--- config.mk ---
export PLATFORM = sky130hd
export DESIGN_NAME = lsbj_audio_tx
export DESIGN_NICKNAME = d
export VERILOG_FILES = /design/src/rtl/lsbj_pkg.sv /design/src/rtl/lsbj_sck_gen.sv /design/src/rtl/lsbj_stage.sv /design/src/rtl/lsbj_slot_shift.sv /design/src/rtl/lsbj_audio_tx.sv
export SDC_FILE = /design/constraint.sdc
export NUM_CORES = 1
export LEC_CHECK = 0
export CORE_UTILIZATION = 60
export CTS_BUF_LIST = sky130_fd_sc_hd__clkbuf_2
export CTS_CLUSTER_SIZE = 40
export DETAILED_ROUTE_END_ITERATION = 10
export DONT_BUFFER_PORTS = 1
export HOLD_SLACK_MARGIN = 0.02
export PLACE_DENSITY = 0.88
export SYNTH_ARGS = -nofsm -noshare
export SYNTH_HDL_FRONTEND = slang
export SYNTH_SLANG_ARGS = --single-unit
--- constraint.sdc ---
create_clock -name clk -period 2 [get_ports clk]
set_input_delay 0.2 -clock clk [delete_from_list [all_inputs] [get_ports clk]]
set_output_delay 0.2 -clock clk [all_outputs]
set_load 0.02 [all_outputs]
--- src/rtl/lsbj_pkg.sv ---
`timescale 1ns/1ps
package lsbj_pkg;
   parameter int unsigned SLOT_BITS_DEF = 32;
   parameter int unsigned WORD_W        = 16;
   parameter int unsigned SAMPLE_W      = 24;
   localparam int unsigned HI_W         = SAMPLE_W - WORD_W;

   typedef enum logic {
      FMT_16 = 1'b0,
      FMT_24 = 1'b1
   } fmt_e;
endpackage

--- src/rtl/lsbj_sck_gen.sv ---
`timescale 1ns/1ps
module lsbj_sck_gen #(
   parameter int unsigned DIV_HALF = 4
) (
   input  logic clk,
   input  logic rst_n,
   input  logic cpol,
   output logic sck,
   output logic launch
);
   logic ph_q;
   logic tick;

   generate
      if (DIV_HALF < 1) begin : g_bad_div
         $error("lsbj_sck_gen: DIV_HALF must be at least 1");
      end
      if (DIV_HALF <= 1) begin : g_nodiv
         assign tick = 1'b1;
      end else begin : g_div
         localparam int unsigned CW = $clog2(DIV_HALF);
         localparam logic [CW-1:0] LAST = CW'(DIV_HALF - 1);
         logic [CW-1:0] cnt_q;
         always_ff @(posedge clk or negedge rst_n) begin
            if (!rst_n)              cnt_q <= '0;
            else if (cnt_q == LAST)  cnt_q <= '0;
            else                     cnt_q <= cnt_q + 1'b1;
         end
         assign tick = (cnt_q == LAST);
      end
   endgenerate

   // ph_q = 1 means sck is away from its idle level
   always_ff @(posedge clk or negedge rst_n) begin
      if (!rst_n)    ph_q <= 1'b0;
      else if (tick) ph_q <= ~ph_q;
   end

   assign launch = tick & ph_q;
   assign sck    = ph_q ^ cpol;
endmodule

--- src/rtl/lsbj_stage.sv ---
`timescale 1ns/1ps
module lsbj_stage
   import lsbj_pkg::*;
(
   input  logic                clk,
   input  logic                rst_n,
   input  fmt_e                fmt,
   input  logic                wr_en,
   input  logic [WORD_W-1:0]   wr_data,
   input  logic                take,
   output logic                full,
   output logic [SAMPLE_W-1:0] sample
);
   logic [HI_W-1:0]     hi_q;
   logic                hi_ok_q;
   logic                full_q;
   logic [SAMPLE_W-1:0] smp_q;
   logic                accept;
   logic                done;

   assign accept = wr_en & ~full_q;
   assign done   = accept & ((fmt == FMT_16) | hi_ok_q);

   always_ff @(posedge clk or negedge rst_n) begin
      if (!rst_n) begin
         hi_q    <= '0;
         hi_ok_q <= 1'b0;
         full_q  <= 1'b0;
         smp_q   <= '0;
      end else begin
         if (accept && fmt == FMT_24 && !hi_ok_q) begin
            hi_q    <= wr_data[HI_W-1:0];
            hi_ok_q <= 1'b1;
         end
         if (done) begin
            smp_q   <= (fmt == FMT_24) ? {hi_q, wr_data} : {{HI_W{1'b0}}, wr_data};
            hi_ok_q <= 1'b0;
         end
         full_q <= (full_q & ~take) | done;
      end
   end

   assign full   = full_q;
   assign sample = smp_q;
endmodule

--- src/rtl/lsbj_slot_shift.sv ---
`timescale 1ns/1ps
module lsbj_slot_shift
   import lsbj_pkg::*;
#(
   parameter int unsigned SLOT_BITS = SLOT_BITS_DEF
) (
   input  logic                clk,
   input  logic                rst_n,
   input  fmt_e                fmt,
   input  logic                launch,
   input  logic                stage_full,
   input  logic [SAMPLE_W-1:0] stage_sample,
   output logic                take,
   output logic                sd,
   output logic                ws,
   output logic                underrun
);
   localparam int unsigned CW = $clog2(SLOT_BITS);
   localparam logic [CW-1:0] LAST_BIT = CW'(SLOT_BITS - 1);

   generate
      if (SLOT_BITS <= SAMPLE_W) begin : g_bad_slot
         $error("lsbj_slot_shift: SLOT_BITS must exceed the widest sample");
      end
   endgenerate

   logic [CW-1:0]        bit_q;
   logic                 started_q;
   logic [SLOT_BITS-1:0] sh_q;
   logic                 ws_q;
   logic                 urun_q;
   logic                 slot_start;
   logic [SLOT_BITS-1:0] slot_word;

   assign slot_start = launch & (~started_q | (bit_q == LAST_BIT));
   assign take       = slot_start & stage_full;

   // Right-justify the sample in the slot, zero padding in front
   always_comb begin
      if (fmt == FMT_24)
         slot_word = {{(SLOT_BITS-SAMPLE_W){1'b0}}, stage_sample};
      else
         slot_word = {{(SLOT_BITS-WORD_W){1'b0}}, stage_sample[WORD_W-1:0]};
   end

   always_ff @(posedge clk or negedge rst_n) begin
      if (!rst_n) begin
         bit_q     <= '0;
         started_q <= 1'b0;
         sh_q      <= '0;
         ws_q      <= 1'b1;
         urun_q    <= 1'b0;
      end else if (slot_start) begin
         bit_q     <= '0;
         started_q <= 1'b1;
         ws_q      <= ~ws_q;
         sh_q      <= stage_full ? slot_word : '0;
         urun_q    <= ~stage_full;
      end else if (launch && started_q) begin
         bit_q     <= bit_q + 1'b1;
         sh_q      <= {sh_q[SLOT_BITS-2:0], 1'b0};
      end
   end

   assign sd       = sh_q[SLOT_BITS-1];
   assign ws       = ws_q;
   assign underrun = urun_q;
endmodule

--- src/rtl/lsbj_audio_tx.sv ---
`timescale 1ns/1ps
module lsbj_audio_tx
   import lsbj_pkg::*;
#(
   parameter int unsigned DIV_HALF  = 4,
   parameter int unsigned SLOT_BITS = SLOT_BITS_DEF
) (
   input  logic              clk,
   input  logic              rst_n,
   input  logic              cfg_fmt,
   input  logic              cfg_cpol,
   input  logic              wr_en,
   input  logic [WORD_W-1:0] wr_data,
   output logic              tx_empty,
   output logic              underrun,
   output logic              sck,
   output logic              ws,
   output logic              sd
);
   fmt_e                fmt;
   logic                launch;
   logic                take;
   logic                stage_full;
   logic [SAMPLE_W-1:0] stage_sample;

   assign fmt = fmt_e'(cfg_fmt);

   lsbj_sck_gen #(.DIV_HALF(DIV_HALF)) i_sck_gen (
      .clk    (clk),
      .rst_n  (rst_n),
      .cpol   (cfg_cpol),
      .sck    (sck),
      .launch (launch)
   );

   lsbj_stage i_stage (
      .clk     (clk),
      .rst_n   (rst_n),
      .fmt     (fmt),
      .wr_en   (wr_en),
      .wr_data (wr_data),
      .take    (take),
      .full    (stage_full),
      .sample  (stage_sample)
   );

   lsbj_slot_shift #(.SLOT_BITS(SLOT_BITS)) i_shift (
      .clk          (clk),
      .rst_n        (rst_n),
      .fmt          (fmt),
      .launch       (launch),
      .stage_full   (stage_full),
      .stage_sample (stage_sample),
      .take         (take),
      .sd           (sd),
      .ws           (ws),
      .underrun     (underrun)
   );

   assign tx_empty = ~stage_full;
endmodule

== Yosys cells after proc, flatten, opt, wreduce, memory -nomap -nowiden ==
Index checks and enable logic that the tools add are counted.
Operators by class
  reductions and logical operators: 6
  equality and inequality tests: 2
  mux-type cells: 10
  add/sub/neg operators: 2
  bitwise operators: 16
Operators with widths (count)
  32-bit two-way mux: 3
  24-bit two-way mux: 2
  5-bit two-way mux: 2
  1-bit bitwise AND: 6
  1-bit NOT: 6
  5-bit by 1-bit adder with 5-bit output (second input constant): 1
  5-bit == test (second input constant): 1
  2-bit nonzero test: 2
  1-bit logical AND: 3
  1-bit bitwise OR: 3
  2-bit by 1-bit adder with 2-bit output (second input constant): 1
  2-bit == test (second input constant): 1
  1-bit two-way mux: 2
  2-bit two-way mux: 1
  1-bit logical NOT: 1
  1-bit bitwise XOR: 1
Storage, ports and cells
  register bits: 77
  input bits: 21
  output and inout bits: 5
  word-level logic and storage cells: 47

== Longest topological paths before layout ==
  word-level depth: 7
  gate-level depth with buffers: 8
  gate-level depth less buffers: 6

== Cells and area by module ==
A second synthesis with hierarchy kept.
Second synthesis, totals
  cell total of the unflattened synthesis: 304
  area, all modules: 3372.0 um2
By module, submodules not included
  lsbj_slot_shift: area each 1851.8 um2, seq. area each 1002.2 um2, instances 1, cells an instance 200
  lsbj_stage: area each 1400.1 um2, seq. area each 850.8 um2, instances 1, cells an instance 95
  lsbj_sck_gen: area each 116.4 um2, seq. area each 75.1 um2, instances 1, cells an instance 8
  lsbj_audio_tx: area each 3.8 um2, seq. area each 0.0 um2, instances 1, cells an instance 1

== Worst setup path before layout ==
Ideal clock, no wire load.
  kind: register -> register
  from: reg i_shift.bit_q[0]
  to: reg i_shift.sh_q[16]
  stages on the path, launching flop included: 9
  clock period less this slack: 1.840 ns
  required time: 1.882 ns
  path slack: 0.160 ns
  library setup time: 0.118 ns
  arrival: 1.722 ns
  cells stage by stage: dfrtp_1 -> ha_1 -> and3_1 -> ha_1 -> nand2b_1 -> buf_2 -> and4_1 -> buf_2 -> a21o_1
On the way
  cells in the longest elaborated chain, start to end: 4
Ends and longest elaborated chain
  from (decl): line lsbj_slot_shift.sv:27  | logic [CW-1:0] bit_q;
  from (signal assigned): line lsbj_slot_shift.sv:60  | bit_q <= bit_q + 1'b1;
  5-bit == test (*): line lsbj_slot_shift.sv:35  | assign slot_start = launch & (~started_q | (bit_q == LAST_BIT));
  1-bit bitwise OR (*): line lsbj_slot_shift.sv:35
  1-bit bitwise AND (*): line lsbj_slot_shift.sv:35
  32-bit two-way mux or 2-bit nonzero test (tied branches)
  to (signal assigned): line lsbj_slot_shift.sv:57  | sh_q <= stage_full ? slot_word : '0;
  to (signal assigned): line lsbj_slot_shift.sv:61  | sh_q <= {sh_q[SLOT_BITS-2:0], 1'b0};
  to (decl): line lsbj_slot_shift.sv:29  | logic [SLOT_BITS-1:0] sh_q;
Every way passes the cells marked *; elsewhere a longest branch is shown, timed or not.
A chain may end at the register's enable or synchronous reset.

== Worst setup path in the final report ==
  from: reg i_shift.bit_q[0]
  to: reg i_shift.sh_q[22]
The elaborated chain is that of the path after synthesis.

==> results.md <==
- Slew HR: 58.8%
- CTS tree: done
- Hold Fails Final Rpt: 0
- Skew-Pair Late Insertion Delay: 0.53 ns
- # diodes: 0
- Met3 Use GR: 7.23%
- Die area: 5640 sq um
- Initial drt markers: 103
- Tmin final: 1.83 ns
- Nets@finish: 311
- Final max-slew violation count: 0
- Post-DP HPWL: 3610 microns
- CP Data Arrival Time: 2.30 ns
- # setup viols final: 0
- CP Launch Type: flip-flop
- Core ar.: 5140 sq um
- Synth-to-Final Area Change: 12.6%
- Yosys cell types: 31
- Gr usage total: 25.2%
- Synth Cell Area: 3210 sq um
- Crit-path max FO: 16
- Crit path kind: flip-flop to flip-flop
- Run status: finished, final reports clean
- Setup TNS: 0 ns
- Top-area cell type share of the netlist area: 59.3%
- Leakage: 1.65 nW
- IO buf count: 0
- Post-synthesis sequential area ratio: 60.1%
- Met2 global-route usage: 42.6%
- Initial antenna violation count: 0
- CP endpoint kind: flip-flop
- First-pass GRT wire length: 10,100 microns
- Io pins: 26
- Initial Util: 62.4%
- # DRC: 0
- Drt first pass iters: 4
- GR met1 Demand/Resource: 31.7%
- Inst Count DP: 326
- Syn_nets: 290
- Busiest grt layer: met2
- Yosys top cell by area: dfrtp_1
- Fmax: 545 MHz
- CTS Buf Count: 9
- Clk slew on worst S/H paths: 0.19 ns
- Detail Route Antenna Nets: 0
- CTS H-tree lvls: 3
- RSZ-0062 raised after global routing: no
- VDD IR-drop max: 748 uV
- WP data required: 2.47 ns
- Root Buffer: clkbuf_2
- CTS resizes: 0
- DR WL/cell: 16.9 microns
- Mapped Avg Cell Area: 12.1 sq um
- Period utilisation layout: 91.7%
- Detailed-route via count: 2,106
- Clock Skew: 0.0270 ns
- Final Non-Filler Cells: 362
- Clock buffer depth: 2
- HP Class: input port to flip-flop
- Grt ovf: 0
- Synth Warn #: 0
- Pwr Total: 3.90 mW
- Worst slew pin tran: 0.616 ns
- Die Wd: 75.1 microns
- Die Span Y: 75.1 microns
- Routed wire length: 6120 microns
- Routability cong.: 0.737
- Share of layout cells above drive strength 1: 17.8%
- R2R setup slack: 0.17 ns
- CTS sink cnt: 77
- CTS Hold Bufs: 20
- PwrDens: 1080 nW/um^2
- Area contributors post-synth: dfrtp_1 (59%), mux2_2 (8.8%), a22o_1 (5.2%)
- Max_cap viols: 0
- Register bit total from synthesis: 77
- Post-CTS Setup Inserts: 0
- Largest net degree at the start of global routing: 78
- Site Rows: 26
- Gate count of the mapped netlist: 266
- Drt via density: 5.82
- Vias in the first global route: 2,096
Yosys cell counts (all sizes together):
cell,n
nor2,16
o22ai,1
ha,3
mux2i,8
nor3b,1
xnor2,1
a21o,10
nor2b,2
dfstp,1
buf,15
nand2,27
and3,1
nand3,17
a22o,19
and2,1
a21oi,2
dfrtp,76
and4b,1
mux2,25
xor2,2
a31oi,15
and4,1
inv,11
o21ai,4
clkbuf,3
nand2b,3
report_power, final:
group | internal [mW] | switching [mW] | total (mW)
clock network | 0.407 | 0.529 | 0.936
registers | 1.97 | 0.267 | 2.24
logic | 0.405 | 0.320 | 0.725
final timing paths:
kind | cells after the start | endpoint | startpoint
setup / recovery | 7 | i_shift.sh_q[22] | i_shift.bit_q[0]
hold / removal | 2 | i_shift.sh_q[18] | cfg_fmt
setup reg to reg | 7 | i_shift.sh_q[22] | i_shift.bit_q[0]
hold reg to reg | 1 | i_sck_gen.g_div.cnt_q[0] | i_sck_gen.g_div.cnt_q[0]
max in group asynchronous | 2 | i_shift.sh_q[19] | rst_n
min in group asynchronous | 2 | i_shift.sh_q[31] | rst_n
cells by family after synthesis:
group	share of synthesized area, %
DFF	60.1
xor gates and xnor gates	0.819
AOI/OAI and AO/OA	11.9
adders and majority gates	1.17
and+or+nand+nor	10.3
muxes	11.3
buffers and inverters	4.41
per-layer routing:
layer  routed length (microns)  up-vias
li1                          -      972
met1                      2590     1084
met2                      3250       44
met3                       211        6
met4                        72        0
met5                         0        -
flip-flops by register name (all words and copies together), names as in the netlist:
signal                 cells
i_sck_gen.g_div.cnt_q      2
i_shift.ws                 1
i_shift.bit_q              5
i_shift.sh_q              32
i_stage.hi_q               8
i_sck_gen.ph_q             1
i_stage.sample            24
i_stage.hi_ok_q            1
i_stage.full               1
i_shift.started_q          1
i_shift.underrun           1
cell usage in the layout (no fill, tap or decap), types with 2 or more instances in the layout:
cell type | Yosys | final
dfrtp_1 | 76 | 76
xor2_1 | 2 | 2
ha_1 | 3 | 3
a31oi_1 | 15 | 15
clkinv_1 | 0 | 2
o21ai_0 | 4 | 4
inv_1 | 11 | 11
nand2b_1 | 2 | 2
a21o_1 | 10 | 10
nor2_1 | 16 | 16
buf_4 | 1 | 7
mux2_2 | 25 | 25
bufinv_16 | 0 | 2
clkinv_2 | 0 | 2
nand2_1 | 27 | 27
a22o_1 | 19 | 19
mux2i_1 | 8 | 8
clkbuf_2 | 0 | 10
nor2b_1 | 2 | 2
nand3_1 | 17 | 17
dlygate4sd3_1 | 0 | 19
metrics by stage:
step	hold WS (ns)	instance area (sq um)	worst slack, ns	util (%)
after CTS	0.0903	3610	0.171	70.3
after global routing	0.0854	3610	0.0915	70.3
after detailed placement	-0.0927	3270	0.223	63.6
after global placement	-0.0923	3270	0.283	63.6
final	0.116	3610	0.166	70.3
after floorplan	-0.0956	3210	0.160	-
cell type report:
cell class | instances | area [sq um]
flip-flops and latches | 77 | 1930
fillers | 370 | 1530
multi-input cells | 160 | 1140
repair buffers | 28 | 290
well taps | 70 | 87.6
clock inverters | 6 | 77.6
clock buffers | 10 | 50.0
inverters | 11 | 41.3
worst max-delay path, cell delays in order, from the launching register on:
cell	delay, ns
dfrtp_1	0.45
ha_1	0.23
and3_1	0.18
ha_1	0.19
and4b_1	0.26
buf_4	0.22
a22o_1	0.16
a21o_1	0.09
Note: power is estimated with default switching activity, not from simulation.
